==> config.mk <==
export PLATFORM = sky130hd
export DESIGN_NAME = dcnt_bank
export DESIGN_NICKNAME = d
export VERILOG_FILES = /design/src/rtl/dcnt_pkg.sv /design/src/rtl/dcnt_chan.sv /design/src/rtl/dcnt_irq.sv /design/src/rtl/dcnt_pwm.sv /design/src/rtl/dcnt_bank.sv
export SDC_FILE = /design/constraint.sdc
export NUM_CORES = 1
export LEC_CHECK = 0
export ABC_AREA = 1
export BUFFER_PORTS_ARGS = -buffer_cell sky130_fd_sc_hd__buf_2
export CAP_MARGIN = 10
export CELL_PAD_IN_SITES_DETAIL_PLACEMENT = 1
export CELL_PAD_IN_SITES_GLOBAL_PLACEMENT = 1
export CORE_UTILIZATION = 40
export CTS_BUF_LIST = sky130_fd_sc_hd__clkbuf_16
export CTS_CLUSTER_DIAMETER = 50
export DETAILED_ROUTE_END_ITERATION = 6
export GPL_ROUTABILITY_DRIVEN = 0
export PLACE_DENSITY = 0.81
export SETUP_SLACK_MARGIN = 0.02
export SYNTH_ARGS = -nofsm -noshare
export SYNTH_HDL_FRONTEND = slang
export SYNTH_HIERARCHICAL = 1
export SYNTH_SLANG_ARGS = --single-unit
==> constraint.sdc <==
create_clock -name clk -period 3.2 [get_ports clk]
set_clock_uncertainty 0.2 [all_clocks]
set_input_delay 0.48 -clock clk [delete_from_list [all_inputs] [get_ports clk]]
set_output_delay 0.48 -clock clk [all_outputs]
set_load 0.01 [all_outputs]
==> src/rtl/dcnt_pkg.sv <==
package dcnt_pkg;
    localparam int NCH  = 5;
    localparam int NOUT = 4;

    localparam logic [7:0] OFS_CFG0 = 8'h00;
    localparam logic [7:0] OFS_CFG1 = 8'h04;
    localparam logic [7:0] OFS_CTRL = 8'h08;
    localparam logic [7:0] OFS_IRQ  = 8'h44;

    // Group base in the control word; channel 0 is packed at the bottom.
    function automatic int ctl_base(int n);
        return (n == 0) ? 0 : 4 + 4 * n;
    endfunction

    function automatic int start_pos(int n);
        return ctl_base(n);
    endfunction

    function automatic int upd_pos(int n);
        return ctl_base(n) + 1;
    endfunction

    function automatic int inv_pos(int n);
        return ctl_base(n) + 2;
    endfunction

    // Channel 4 has no invert bit, so its reload bit takes that slot.
    function automatic int rel_pos(int n);
        return (n == NCH - 1) ? 22 : ctl_base(n) + 3;
    endfunction

    function automatic logic [31:0] ctrl_mask();
        logic [31:0] m;
        m = '0;
        for (int n = 0; n < NCH; n++) begin
            m[start_pos(n)] = 1'b1;
            m[upd_pos(n)]   = 1'b1;
            m[rel_pos(n)]   = 1'b1;
            if (n < NOUT) m[inv_pos(n)] = 1'b1;
        end
        return m;
    endfunction

    function automatic logic [7:0] cnt_ofs(int n);
        return 8'(12 + 12 * n);
    endfunction

    function automatic logic [7:0] cmp_ofs(int n);
        return 8'(16 + 12 * n);
    endfunction

    function automatic logic [7:0] obs_ofs(int n);
        return (n == NCH - 1) ? 8'h40 : 8'(20 + 12 * n);
    endfunction
endpackage

==> src/rtl/dcnt_chan.sv <==
module dcnt_chan #(
    parameter int CNT_W = 32
) (
    input  logic             clk,
    input  logic             rst_n,
    input  logic             tick_i,
    input  logic             run_i,
    input  logic             load_i,
    input  logic             reload_i,
    input  logic [CNT_W-1:0] buf_i,
    output logic [CNT_W-1:0] count_o,
    output logic             expire_o
);
    localparam logic [CNT_W-1:0] ONE = CNT_W'(1);

    typedef struct packed {
        logic [CNT_W-1:0] count;
    } chan_st_t;

    chan_st_t st_d, st_q;

    always_comb begin
        st_d     = st_q;
        expire_o = run_i && tick_i && (st_q.count == '0);
        if (load_i) begin
            st_d.count = buf_i;
        end else if (expire_o) begin
            if (reload_i) st_d.count = buf_i;
        end else if (run_i && tick_i) begin
            st_d.count = st_q.count - ONE;
        end
    end

    always_ff @(posedge clk or negedge rst_n) begin
        if (!rst_n) st_q <= '0;
        else        st_q <= st_d;
    end

    assign count_o = st_q.count;
endmodule

==> src/rtl/dcnt_irq.sv <==
module dcnt_irq #(
    parameter int N = 5
) (
    input  logic           clk,
    input  logic           rst_n,
    input  logic           wr_i,
    input  logic [2*N-1:0] wdata_i,
    input  logic [N-1:0]   expire_i,
    output logic [N-1:0]   en_o,
    output logic [N-1:0]   stat_o,
    output logic [N-1:0]   irq_o
);
    typedef struct packed {
        logic [N-1:0] en;
        logic [N-1:0] stat;
        logic [N-1:0] line;
    } irq_st_t;

    irq_st_t      st_d, st_q;
    logic [N-1:0] clr;

    always_comb begin
        st_d = st_q;
        clr  = wr_i ? wdata_i[2*N-1:N] : '0;
        if (wr_i) st_d.en = wdata_i[N-1:0];
        // A fresh expiry wins over a clear in the same cycle.
        st_d.stat = (st_q.stat & ~clr) | expire_i;
        st_d.line = (st_q.line & ~clr) | (expire_i & st_q.en);
    end

    always_ff @(posedge clk or negedge rst_n) begin
        if (!rst_n) st_q <= '0;
        else        st_q <= st_d;
    end

    assign en_o   = st_q.en;
    assign stat_o = st_q.stat;
    assign irq_o  = st_q.line;
endmodule

==> src/rtl/dcnt_pwm.sv <==
module dcnt_pwm #(
    parameter int CNT_W = 32
) (
    input  logic [CNT_W-1:0] count_i,
    input  logic [CNT_W-1:0] cmp_i,
    input  logic             run_i,
    input  logic             inv_i,
    output logic             pwm_o
);
    logic raw;

    always_comb begin
        raw   = run_i && (count_i <= cmp_i);
        pwm_o = raw ^ inv_i;
    end
endmodule

==> src/rtl/dcnt_bank.sv <==
module dcnt_bank
    import dcnt_pkg::*;
#(
    parameter int CNT_W = 32
) (
    input  logic            clk,
    input  logic            rst_n,
    input  logic            bus_wr,
    input  logic [7:0]      bus_addr,
    input  logic [31:0]     bus_wdata,
    output logic [31:0]     bus_rdata,
    input  logic [NCH-1:0]  tick_i,
    output logic [NCH-1:0]  irq_o,
    output logic [NOUT-1:0] pwm_o
);
    localparam logic [31:0] CMASK    = ctrl_mask();
    localparam logic [31:0] CFG0_RST = 32'h0000_0101;

    typedef struct packed {
        logic [31:0]                 cfg0;
        logic [31:0]                 cfg1;
        logic [31:0]                 ctrl;
        logic [NCH-1:0][CNT_W-1:0]   cntbuf;
        logic [NOUT-1:0][CNT_W-1:0]  cmpbuf;
    } bank_st_t;

    bank_st_t st_d, st_q;

    logic                      aligned;
    logic                      ctrl_wr;
    logic                      irq_wr;
    logic [NCH-1:0]            run_w;
    logic [NCH-1:0]            rel_w;
    logic [NCH-1:0]            load_w;
    logic [NCH-1:0]            expire_w;
    logic [NOUT-1:0]           inv_w;
    logic [NCH-1:0][CNT_W-1:0] count_w;
    logic [NCH-1:0]            en_w;
    logic [NCH-1:0]            stat_w;

    assign aligned = (bus_addr[1:0] == 2'b00);
    assign ctrl_wr = bus_wr && aligned && (bus_addr == OFS_CTRL);
    assign irq_wr  = bus_wr && aligned && (bus_addr == OFS_IRQ);

    for (genvar n = 0; n < NCH; n++) begin : g_chan
        localparam int SP = start_pos(n);
        localparam int UP = upd_pos(n);
        localparam int RP = rel_pos(n);

        assign run_w[n]  = st_q.ctrl[SP];
        assign rel_w[n]  = st_q.ctrl[RP];
        assign load_w[n] = ctrl_wr && bus_wdata[UP] && !st_q.ctrl[UP];

        dcnt_chan #(.CNT_W(CNT_W)) u_chan (
            .clk      (clk),
            .rst_n    (rst_n),
            .tick_i   (tick_i[n]),
            .run_i    (run_w[n]),
            .load_i   (load_w[n]),
            .reload_i (rel_w[n]),
            .buf_i    (st_q.cntbuf[n]),
            .count_o  (count_w[n]),
            .expire_o (expire_w[n])
        );
    end

    for (genvar n = 0; n < NOUT; n++) begin : g_pwm
        localparam int IP = inv_pos(n);

        assign inv_w[n] = st_q.ctrl[IP];

        dcnt_pwm #(.CNT_W(CNT_W)) u_pwm (
            .count_i (count_w[n]),
            .cmp_i   (st_q.cmpbuf[n]),
            .run_i   (run_w[n]),
            .inv_i   (inv_w[n]),
            .pwm_o   (pwm_o[n])
        );
    end

    dcnt_irq #(.N(NCH)) u_irq (
        .clk      (clk),
        .rst_n    (rst_n),
        .wr_i     (irq_wr),
        .wdata_i  (bus_wdata[2*NCH-1:0]),
        .expire_i (expire_w),
        .en_o     (en_w),
        .stat_o   (stat_w),
        .irq_o    (irq_o)
    );

    // Next-state: hardware stop of one-shot channels, then the bus write.
    always_comb begin
        st_d = st_q;
        for (int n = 0; n < NCH; n++) begin
            if (expire_w[n] && !rel_w[n]) st_d.ctrl[start_pos(n)] = 1'b0;
        end
        if (bus_wr && aligned) begin
            case (bus_addr)
                OFS_CFG0: st_d.cfg0 = bus_wdata;
                OFS_CFG1: st_d.cfg1 = bus_wdata;
                OFS_CTRL: st_d.ctrl = bus_wdata & CMASK;
                default: ;
            endcase
            for (int n = 0; n < NCH; n++) begin
                if (bus_addr == cnt_ofs(n)) st_d.cntbuf[n] = bus_wdata[CNT_W-1:0];
            end
            for (int n = 0; n < NOUT; n++) begin
                if (bus_addr == cmp_ofs(n)) st_d.cmpbuf[n] = bus_wdata[CNT_W-1:0];
            end
        end
    end

    always_ff @(posedge clk or negedge rst_n) begin
        if (!rst_n) begin
            st_q      <= '0;
            st_q.cfg0 <= CFG0_RST;
        end else begin
            st_q <= st_d;
        end
    end

    // Read mux.
    always_comb begin
        bus_rdata = '0;
        if (aligned) begin
            case (bus_addr)
                OFS_CFG0: bus_rdata = st_q.cfg0;
                OFS_CFG1: bus_rdata = st_q.cfg1;
                OFS_CTRL: bus_rdata = st_q.ctrl;
                OFS_IRQ:  bus_rdata = 32'({stat_w, en_w});
                default: ;
            endcase
            for (int n = 0; n < NCH; n++) begin
                if (bus_addr == cnt_ofs(n)) bus_rdata = 32'(st_q.cntbuf[n]);
                if (bus_addr == obs_ofs(n)) bus_rdata = 32'(count_w[n]);
            end
            for (int n = 0; n < NOUT; n++) begin
                if (bus_addr == cmp_ofs(n)) bus_rdata = 32'(st_q.cmpbuf[n]);
            end
        end
    end
endmodule

# Word level (Yosys, flattened, before mapping)
# Cells that the tools add are included.
# word_totals
register_bits,546
latchBits,0
ram_bits,0
mem_bits_ro,0
out_inout_bits,41
elab_cells,186
mem_count,0
# op_classes
addsub,5
n_mul,0
n_div,0
magnitude_cmp,4
n_eq_ne,22
n_shift,0
mux,53
n_bitwise,10
reduce_logical,71
# ops
cell,n
$mux W32,44
$mux W309,1
$logic_not A32 Y1,5
$sub A32 B1 Y32 const B,5
$le A32 B32 Y1,4
$pmux W32 S4,1
$eq A8 B6 Y1 const B,8
$reduce_and A2 Y1,17
$eq A8 B5 Y1 const B,4
$logic_and A1 B1 Y1,32
$mux W21,1
$eq A8 B4 Y1 const B,2
$eq A8 B7 Y1 const B,2
$and A5 B5 Y5,3
$ne A3 B2 Y1 const B,5
$reduce_bool A3 Y1,5
$logic_not A1 Y1,10
$or A5 B5 Y5,2
$eq A8 B3 Y1 const B,1
$logic_not A8 Y1,1
$mux W1,5
$mux W5,1
$not A5 Y5,1
$xor A1 B1 Y1,4
$logic_not A2 Y1,1

# Depth between registers and ports, before layout
# Gate-level depths: netlist of the first run.
# depth
word_depth,17
ltp_mapped,18
depth_no_buf,18

# Modules after synthesis
# Netlist of the first run, hierarchy kept.
# modules_own_cells
module,instances,cells_per_inst,area_each_um2,seq_area_each_um2
dcnt_bank,1,2385,18044.8,9286.4
dcnt_chan at g_chan[1].u_chan ...,4,457,2737.6,800.8
dcnt_pwm,4,148,888.4,0.0
dcnt_chan at g_chan[0].u_chan,1,472,2787.7,800.8
dcnt_irq,1,66,580.6,375.4

# Least setup slack after synthesis of the first run
# No wires, ideal clock.
# synth_timing
kind,input -> register
from,input port bus_addr[4]
to,register g_chan[0].u_chan.st_q (netlist bit g_chan[0].u_chan/count_o[23])
setup_ns,0.117
t_arrival_ns,2.346
t_required_ns,2.883
slack_ns,0.537
cell_stages,16
cell_sequence,nor2_2 > nand2_4 > nor2_1 > buf_2 > nand2_2 > inv_2 > buf_2 > nand2_1 > nor2_1 > inv_1 > buf_1 > clkbuf_1 > nand3_1 > nand2_1 > nand2_1 > nand2_1
# synth_between
elab_chain_len,6
word_cells_on_any_way,8
# synth_rtl
item,line_no,source
from (decl),dcnt_bank.sv:9,"input logic [7:0] bus_addr,"
$eq A8 B4 Y1 (*),dcnt_bank.sv:42,assign ctrl_wr = bus_wr && aligned && (bus_addr == OFS_CTRL);
$logic_and A1 B1 Y1 (*),dcnt_bank.sv:42,
$logic_and A1 B1 Y1 (*) (2 in series),dcnt_bank.sv:52,assign load_w[n] = ctrl_wr && bus_wdata[UP] && !st_q.ctrl[UP];
via load_w[0],dcnt_bank.sv:34,logic [NCH-1:0] load_w;
$ne A3 B2 Y1 (no line) / $reduce_bool A3 Y1 (equally long branches),n/a,
$reduce_and A2 Y1 (no line),n/a,
to (signal assigned),dcnt_chan.sv:36,else st_q <= st_d;
to (decl),dcnt_chan.sv:20,"chan_st_t st_d, st_q;"
# Mark *: on every way through the listed nets, which the timed path passes. The rest lies on a longest branch.
# A chain may end at the register's enable or synchronous reset.

# Worst setup path in the final report of the first run
# layout_timing
from,input port bus_addr[2]
to,output port bus_rdata[10]
# layout_between
elab_chain_len,17
word_cells_on_any_way,34
# layout_rtl
item,line_no,source
$eq A8 B7 Y1 (tied with other cells),dcnt_bank.sv:127,case (bus_addr)
$pmux W32 S4,dcnt_bank.sv:127,
$mux W32,dcnt_bank.sv:135,if (bus_addr == cnt_ofs(n)) bus_rdata = 32'(st_q.cntbuf[n]);
$mux W32,dcnt_bank.sv:136,if (bus_addr == obs_ofs(n)) bus_rdata = 32'(count_w[n]);
$mux W32,dcnt_bank.sv:135,
$mux W32,dcnt_bank.sv:136,
$mux W32,dcnt_bank.sv:135,
$mux W32,dcnt_bank.sv:136,
$mux W32,dcnt_bank.sv:135,
$mux W32,dcnt_bank.sv:136,
$mux W32,dcnt_bank.sv:135,
$mux W32,dcnt_bank.sv:136,
$mux W32 (3 in series),dcnt_bank.sv:139,if (bus_addr == cmp_ofs(n)) bus_rdata = 32'(st_q.cmpbuf[n]);
$mux W32 (*),dcnt_bank.sv:139,
$mux W32 (*),dcnt_bank.sv:126,if (aligned) begin
to (decl),dcnt_bank.sv:11,"output logic [31:0] bus_rdata,"
# Mark *: on every way between the ends. The rest lies on a longest branch, timed or not.

==> results.sh, run 1 <==
export IMPL_path_delay_family="simple AND/OR/NAND/NOR gates"
export IMPL_cts_tree="built"
export IMPL_worst_r2r_path_depth=11
export IMPL_grt_first_pass_wirelength_um=260000
export IMPL_design_area_um2=45300
export IMPL_netlist_area_um2=35900
export IMPL_h_tree_depth=3
export IMPL_rsz0062_at_grt="yes"
export IMPL_r2r_setup_slack_ns=0.12
export IMPL_synth_top_cell_area_share_pct=37.9
export IMPL_cp_common_cell="nand2_1"
export IMPL_worstMarginPinSlew_ns=1.10
export IMPL_drt_iter0_drc=5570
export IMPL_viasPerCell=6.07
export IMPL_die_y_um=302
export IMPL_postRouteAntennaNets=0
export IMPL_finalSetupViolations=44
export IMPL_wl_per_cell_um=27.3
export IMPL_seq_power_share_pct=25.0
export IMPL_worstSetupPathType="in -> out"
export IMPL_vdd_drop_max_uv=459
export IMPL_synthTopCellsByCount="nand2_1, dfrtp_1, inv_1"
export IMPL_slew_headroom_pct=26.9
export IMPL_core_area_um2=88600
export IMPL_drt_wl_total_um=189000
export IMPL_setup_tns_ns=-9.63
export IMPL_drive_gt1_share_pct=21.8
export IMPL_ys_flop_type="dfrtp_1"
export IMPL_synth_avg_cell_area_um2=6.72
export IMPL_min_period_ns=3.94
export IMPL_insertion_delay_ns=0.67
export IMPL_fmax_mhz=254
export IMPL_p_leak_nw=23.0
export IMPL_cts_sinks=546
export IMPL_hold_path_class="in -> async"
export IMPL_start_kind="primary input"
export IMPL_synthCells=5343
export IMPL_power_share_combinational_pct=51.4
export IMPL_ys_warn_count=6
export IMPL_fin_nets=5898
export IMPL_vias=42168
export IMPL_place_area_um2=38800
export IMPL_grt_pass1_vias=41494
export IMPL_grt_overflow=0
export IMPL_clockRootBuffer="clkbuf_16"
export IMPL_power_density_nw_per_um2=861
export IMPL_io_buffers=88
export IMPL_crit_required_ns=2.52
export IMPL_synth_fp_nets=5524
export IMPL_max_clock_path_buffers=3
export IMPL_p_switching_w=0.0191
export IMPL_die_w_um=302
export IMPL_synth_cell_types=42
export IMPL_fin_crit_sh_pct=123
export IMPL_grt_usage_pct=38.1
export IMPL_crit_path_end_kind="primary output"
export IMPL_numCtsBuffers=81
export IMPL_violations="design-rule violations, negative setup slack"
export IMPL_power_w=0.0390
export IMPL_area_growth_pct=26.1
export IMPL_cp_max_fo=6
export IMPL_crit_cells=20
export IMPL_worstPathArrival_ns=3.26
export IMPL_critPathMaxStageDelay_ns=0.39
export IMPL_cpMaxStageDelayCell="nand3_1"
export IMPL_hold_viol=0
export IMPL_rows=109
export IMPL_dieArea_um2=91000
export IMPL_io_pins=89
export IMPL_path_buf_inv=6
export IMPL_yosysTopAreaCell="dfrtp_1"
export IMPL_synth_most_common_cell="nand2_1"
export IMPL_drt_pass1_iter_count=7
export IMPL_clkPwrFrac_pct=23.6
export IMPL_utilization_pct=51.1
export IMPL_drc=14
export IMPL_run_status="complete, but fails checks"
export IMPL_start_util_pct=40.5
export IMPL_synth_area_leaders="dfrtp_1, nand2_1, inv_1"
export IMPL_cp_cell_sequence="buf_8 > nor2_1 > nand2_2 > nor2_4 > buf_12 > buf_4 > nand2_1 > nand2_1 > a21oi_1 > nand3_1 > o21bai_1 > buf_4 > nand4_1 > nand2_1 > nand3_1 > nand2_1 > nand3_2 > nand2_1 > inv_1 > buf_2"
export IMPL_synth_edf_count=0
export IMPL_setup_slack_ns=-0.738
export IMPL_synth_seq_area_share_pct=38.0
export IMPL_synthArstFlopShare_pct=100
export IMPL_antenna_found_initial=14
export IMPL_cts_clk_slew_worst_paths_ns=0.05
export IMPL_preCtsSetupSlack_ns=-0.180
export IMPL_drv_slew=0
export IMPL_synth_seq_cells=546
export IMPL_drv_cap=0
export IMPL_p_sw_share_pct=49.0
export IMPL_grt_start_max_net_pins=87
export IMPL_p_int_w=0.0199
export IMPL_dp_hpwl_um=119000
-- stage by stage --
| stage | instances | hold WS [ns] |
|---|---|---|
| global placement | 6602 | 0.248 |
| floorplan | 5343 | -0.0156 |
| CTS | 6872 | 0.0983 |
| finish | 6952 | 0.162 |
| global route | 6950 | 0.203 |
| detailed placement | 6602 | 0.253 |
-- layout make-up --
type	count	area, um^2
clock inverters	68	641
inverters	514	1960
fillers	11182	43400
diodes	3	7.51
clock buffers	82	2050
multi-input cells	4052	20700
repair buffers	522	4710
well taps	1165	1460
flip-flops and latches	546	13800
-- layer usage --
layer	GRT usage, %	routed length (um)	vias up
li1	-	-	17563
met1	46.7	67600	20460
met4	29.4	18600	22
met3	7.43	21100	1102
met2	58.9	82000	3021
met5	0	140	-
-- worst reg2reg max path: cells and delay by family, from the launching register on --
kind            cells  cell delay (ns)
fa+ha+maj           1             0.27
compound gates      1             0.83
flops               1             0.45
simple gates        7             0.74
buf+inv             2             0.49
-- state kept, by name, indices dropped and copies added (netlist names) --
register,count
g_chan.u_chan/count_o,160
inv_w,4
rel_w,5
run_w,5
st_q,357
u_irq/en_o,5
u_irq/irq_o,5
u_irq/stat_o,5
-- logic make-up after synthesis --
family                     share of synthesized area, %
AOI/OAI and AO/OA                                  8.55
xor gates and xnor gates                           1.39
adders and majority gates                          4.63
buffers and inverters                              9.02
DFF                                                38.0
and+or+nand+nor                                    38.4
-- cell usage in the layout, fill, tap and decap left out, types with 56 or more instances in the layout --
master,netlist,layout
ha_1,133,89
o21ai_0,365,361
nand2_2,33,137
nand4_1,126,126
nand2_1,2299,2175
buf_2,50,64
nor2_1,367,340
inv_2,15,56
dfrtp_2,0,97
dfrtp_1,544,447
clkbuf_16,0,84
inv_1,491,456
buf_4,18,343
a21oi_1,158,112
nand3_1,269,240
nor2_2,50,59
-- path summary, 6_finish.rpt --
kind                                              from                          end
max                                        bus_addr[2]                bus_rdata[10]
max reg2reg                g_chan[2].u_chan/count_o[0]  g_chan[2].u_chan/count_o[1]
min reg2reg                             u_irq/irq_o[2]               u_irq/irq_o[2]
min in group clk                         bus_wdata[29]                    st_q[349]
max in group asynchronous                        rst_n  g_chan[0].u_chan/count_o[1]
min                                              rst_n                    st_q[156]
-- what timing repair did --
action	4_1_cts	5_1_grt
gates cloned	7	2
resized for setup	377	195
endpoints found under the hold margin	97	0
setup endpoints to repair	36	36
setup buffers	105	81
pin swaps	163	160
hold buffers	14	0
-- power groups by stage --
stage	Combinational, W	Clock [W]	Sequential, W
after floorplan	0.0103	0	0.00924
after global placement	0.0145	0	0.00983
after detailed placement	0.0152	0	0.00988
after CTS	0.0169	0.00915	0.00959
after global routing	0.0211	0.00948	0.00978
final	0.0200	0.00921	0.00973
No activity file was read; power rests on OpenSTA's default activity.
==> inputs of run 2 (changes only) <==
MAX_ROUTING_LAYER = met4   (was not set)
clock period = 3.7 ns   (was 3.2 ns; I/O delays follow)
==> run 2 against run 1 <==
Compared with the run above:
- the run ends with design-rule violations left
- first-iteration DRC count is 34% lower
- critical path depth down 7
- power is 23% lower
- global-route usage shrank 1.9 points
- sequential share of layout area rose by 3.1 points
- via count fell by 9.9%
- register-to-register slack improved by 0.37 ns
- clock power decreased by 15%
==> results.sh, run 2 (synthesis gave the netlist of run 1 again) <==
export IMPL_grt_overflow=0
export IMPL_area_growth_pct=13.4
export IMPL_use_met2_pct=54.6
export IMPL_vias=37980
export IMPL_die_w_um=302
export IMPL_wl_per_cell_um=23.9
export IMPL_stdcell_count=6655
export IMPL_crit_required_ns=2.94
export IMPL_max_clock_path_buffers=3
export IMPL_antenna_found_initial=2
export IMPL_cp_max_fo=3
export IMPL_largest_reg_flops=357
export IMPL_insertion_delay_ns=0.67
export IMPL_drv_cap=0
export IMPL_slew_headroom_pct=14.2
export IMPL_postRouteAntennaNets=0
export IMPL_utilization_pct=45.9
export IMPL_drt_iter0_drc=3692
export IMPL_clkPwrFrac_pct=26.0
export IMPL_fin_nets=5600
export IMPL_grt_usage_pct=36.2
export IMPL_fillCellCount=11553
export IMPL_vdd_drop_max_uv=388
export IMPL_fmax_mhz=273
export IMPL_violations="design-rule violations"
export IMPL_cts_sinks=546
export IMPL_drt_pass1_iter_count=7
export IMPL_finalSetupViolations=0
export IMPL_p_int_w=0.0157
export IMPL_power_w=0.0301
export IMPL_grt_pass1_vias=38580
export IMPL_cts_clk_slew_worst_paths_ns=0.06
export IMPL_drc=2
export IMPL_busiest_layer="met2"
export IMPL_regArea_um2=13700
export IMPL_h_tree_depth=3
export IMPL_dp_cells=6487
export IMPL_grt_first_pass_wirelength_um=240000
export IMPL_io_buffers=88
export IMPL_fin_crit_sh_pct=98.8
export IMPL_p_sw_share_pct=47.9
export IMPL_cts_tree="built"
export IMPL_start_kind="flip-flop"
export IMPL_worstSetupPathType="reg -> out"
export IMPL_dp_hpwl_um=118000
export IMPL_dieArea_um2=91000
export IMPL_final_cell_mix="nand2_1, dfrtp_1, inv_1, o21ai_0, nor2_1"
export IMPL_drive_gt1_share_pct=10.3
export IMPL_viasPerCell=5.71
export IMPL_power_density_nw_per_um2=738
export IMPL_use_met1_pct=44.4
export IMPL_die_y_um=302
export IMPL_min_period_ns=3.66
export IMPL_hold_viol=0
export IMPL_final_common_cell="nand2_1"
export IMPL_multi_input_area_um2=19100
export IMPL_largest_register="st_q"
export IMPL_power_share_combinational_pct=45.0
export IMPL_grt_start_max_net_pins=89
export IMPL_use_met3_pct=6.39
export IMPL_clockRootBuffer="clkbuf_16"
export IMPL_worstPathArrival_ns=2.90
export IMPL_worstMarginPinSlew_ns=1.29
export IMPL_p_leak_nw=21.1
export IMPL_setup_slack_ns=0.0429
export IMPL_hold_path_class="in -> reg"
export IMPL_cts_setup_buffers=0
export IMPL_drv_slew=0
export IMPL_core_area_um2=88600
export IMPL_rows=109
export IMPL_numCtsBuffers=85
export IMPL_preCtsSetupSlack_ns=0.0787
export IMPL_start_util_pct=40.5
export IMPL_crit_path_end_kind="primary output"
export IMPL_run_status="complete, but fails checks"
export IMPL_io_pins=89
export IMPL_seq_power_share_pct=29.0
export IMPL_drt_wl_total_um=159000
export IMPL_p_switching_w=0.0144
## run 2: cell types whose count changed in the layout (fill, tap and decap cells not counted), moves of 41 or more
cell,change
dfrtp_1,+93
ha_4,-44
buf_4,-250
nand2_1,+111
dfrtp_2,-93
nand2_2,-93
a21oi_1,+44
inv_2,-41
inv_1,+49
ha_1,+44
## run 2: critical path, stage by stage (launching register included)
cell and delay [ns]:
dfrtp_1 0.45, inv_1 0.08, ha_1 0.29, nand2_1 0.10
nor2_1 0.07, nand2_1 0.21, inv_1 0.13, a21oi_4 0.24
nand2_1 0.09, nand2_1 0.15, nand2_1 0.08, nand2_1 0.07
nand2_1 0.10, buf_2 0.16
## run 2: per-layer routing
metal | vias up | share of wire, %
li1 | 16963 | -
met1 | 18732 | 40
met2 | 1767 | 44
met3 | 518 | 8.1
met4 | 0 | 7.7
met5 | - | 0
## run 2: layout make-up
cell class,instances,share of cell area [%]
diodes,2,0.0123
clock inverters,69,1.28
repair buffers,220,4.49
multi-input cells,4052,46.9
clock buffers,87,5.35
inverters,514,4.77
flip-flops and latches,546,33.6
well taps,1165,3.58
## run 2: through the flow
step	TNS (ns)	hold slack (ns)	area (um^2)
after detailed placement	0	0.265	37800
after global routing	-0.0144	0.0698	40700
final	0	0.0332	40700
after global placement	0	0.254	37800
after CTS	0	0.0124	40600
after floorplan	0	0.0594	35900
## run 2: path summary, 6_finish.rpt
check	start	to	slack, ns	cells past startpoint
worst min-delay path	bus_wdata[1]	u_irq/en_o[1]	0.03	3
min in group asynchronous	rst_n	g_chan[2].u_chan/count_o[30]	0.29	2
worst min register to register	u_irq/irq_o[0]	u_irq/irq_o[0]	0.28	2
worst max register to register	g_chan[2].u_chan/count_o[1]	g_chan[2].u_chan/count_o[10]	0.49	12
max in group asynchronous	rst_n	g_chan[3].u_chan/count_o[1]	1.90	3
worst max-delay path	st_q[63]	pwm_o[1]	0.04	13
## run 2: repair_timing
| item | in CTS | in global routing |
|---|---|---|
| resized for setup | 1 | 21 |
| hold buffers | 10 | 0 |
| endpoints found under the setup margin | 1 | 20 |
| pin swaps | 1 | 3 |
| hold endpoints to repair | 79 | 0 |
## run 2: power by group through the flow
stage / registers [W] / logic (W) / clock network, W
2_1_floorplan: 0.00799 / 0.00892 / 0
3_3_place_gp: 0.00870 / 0.0121 / 0
3_5_place_dp: 0.00873 / 0.0127 / 0
4_1_cts: 0.00865 / 0.0130 / 0.00785
5_1_grt: 0.00881 / 0.0148 / 0.00812
6_report: 0.00872 / 0.0135 / 0.00781
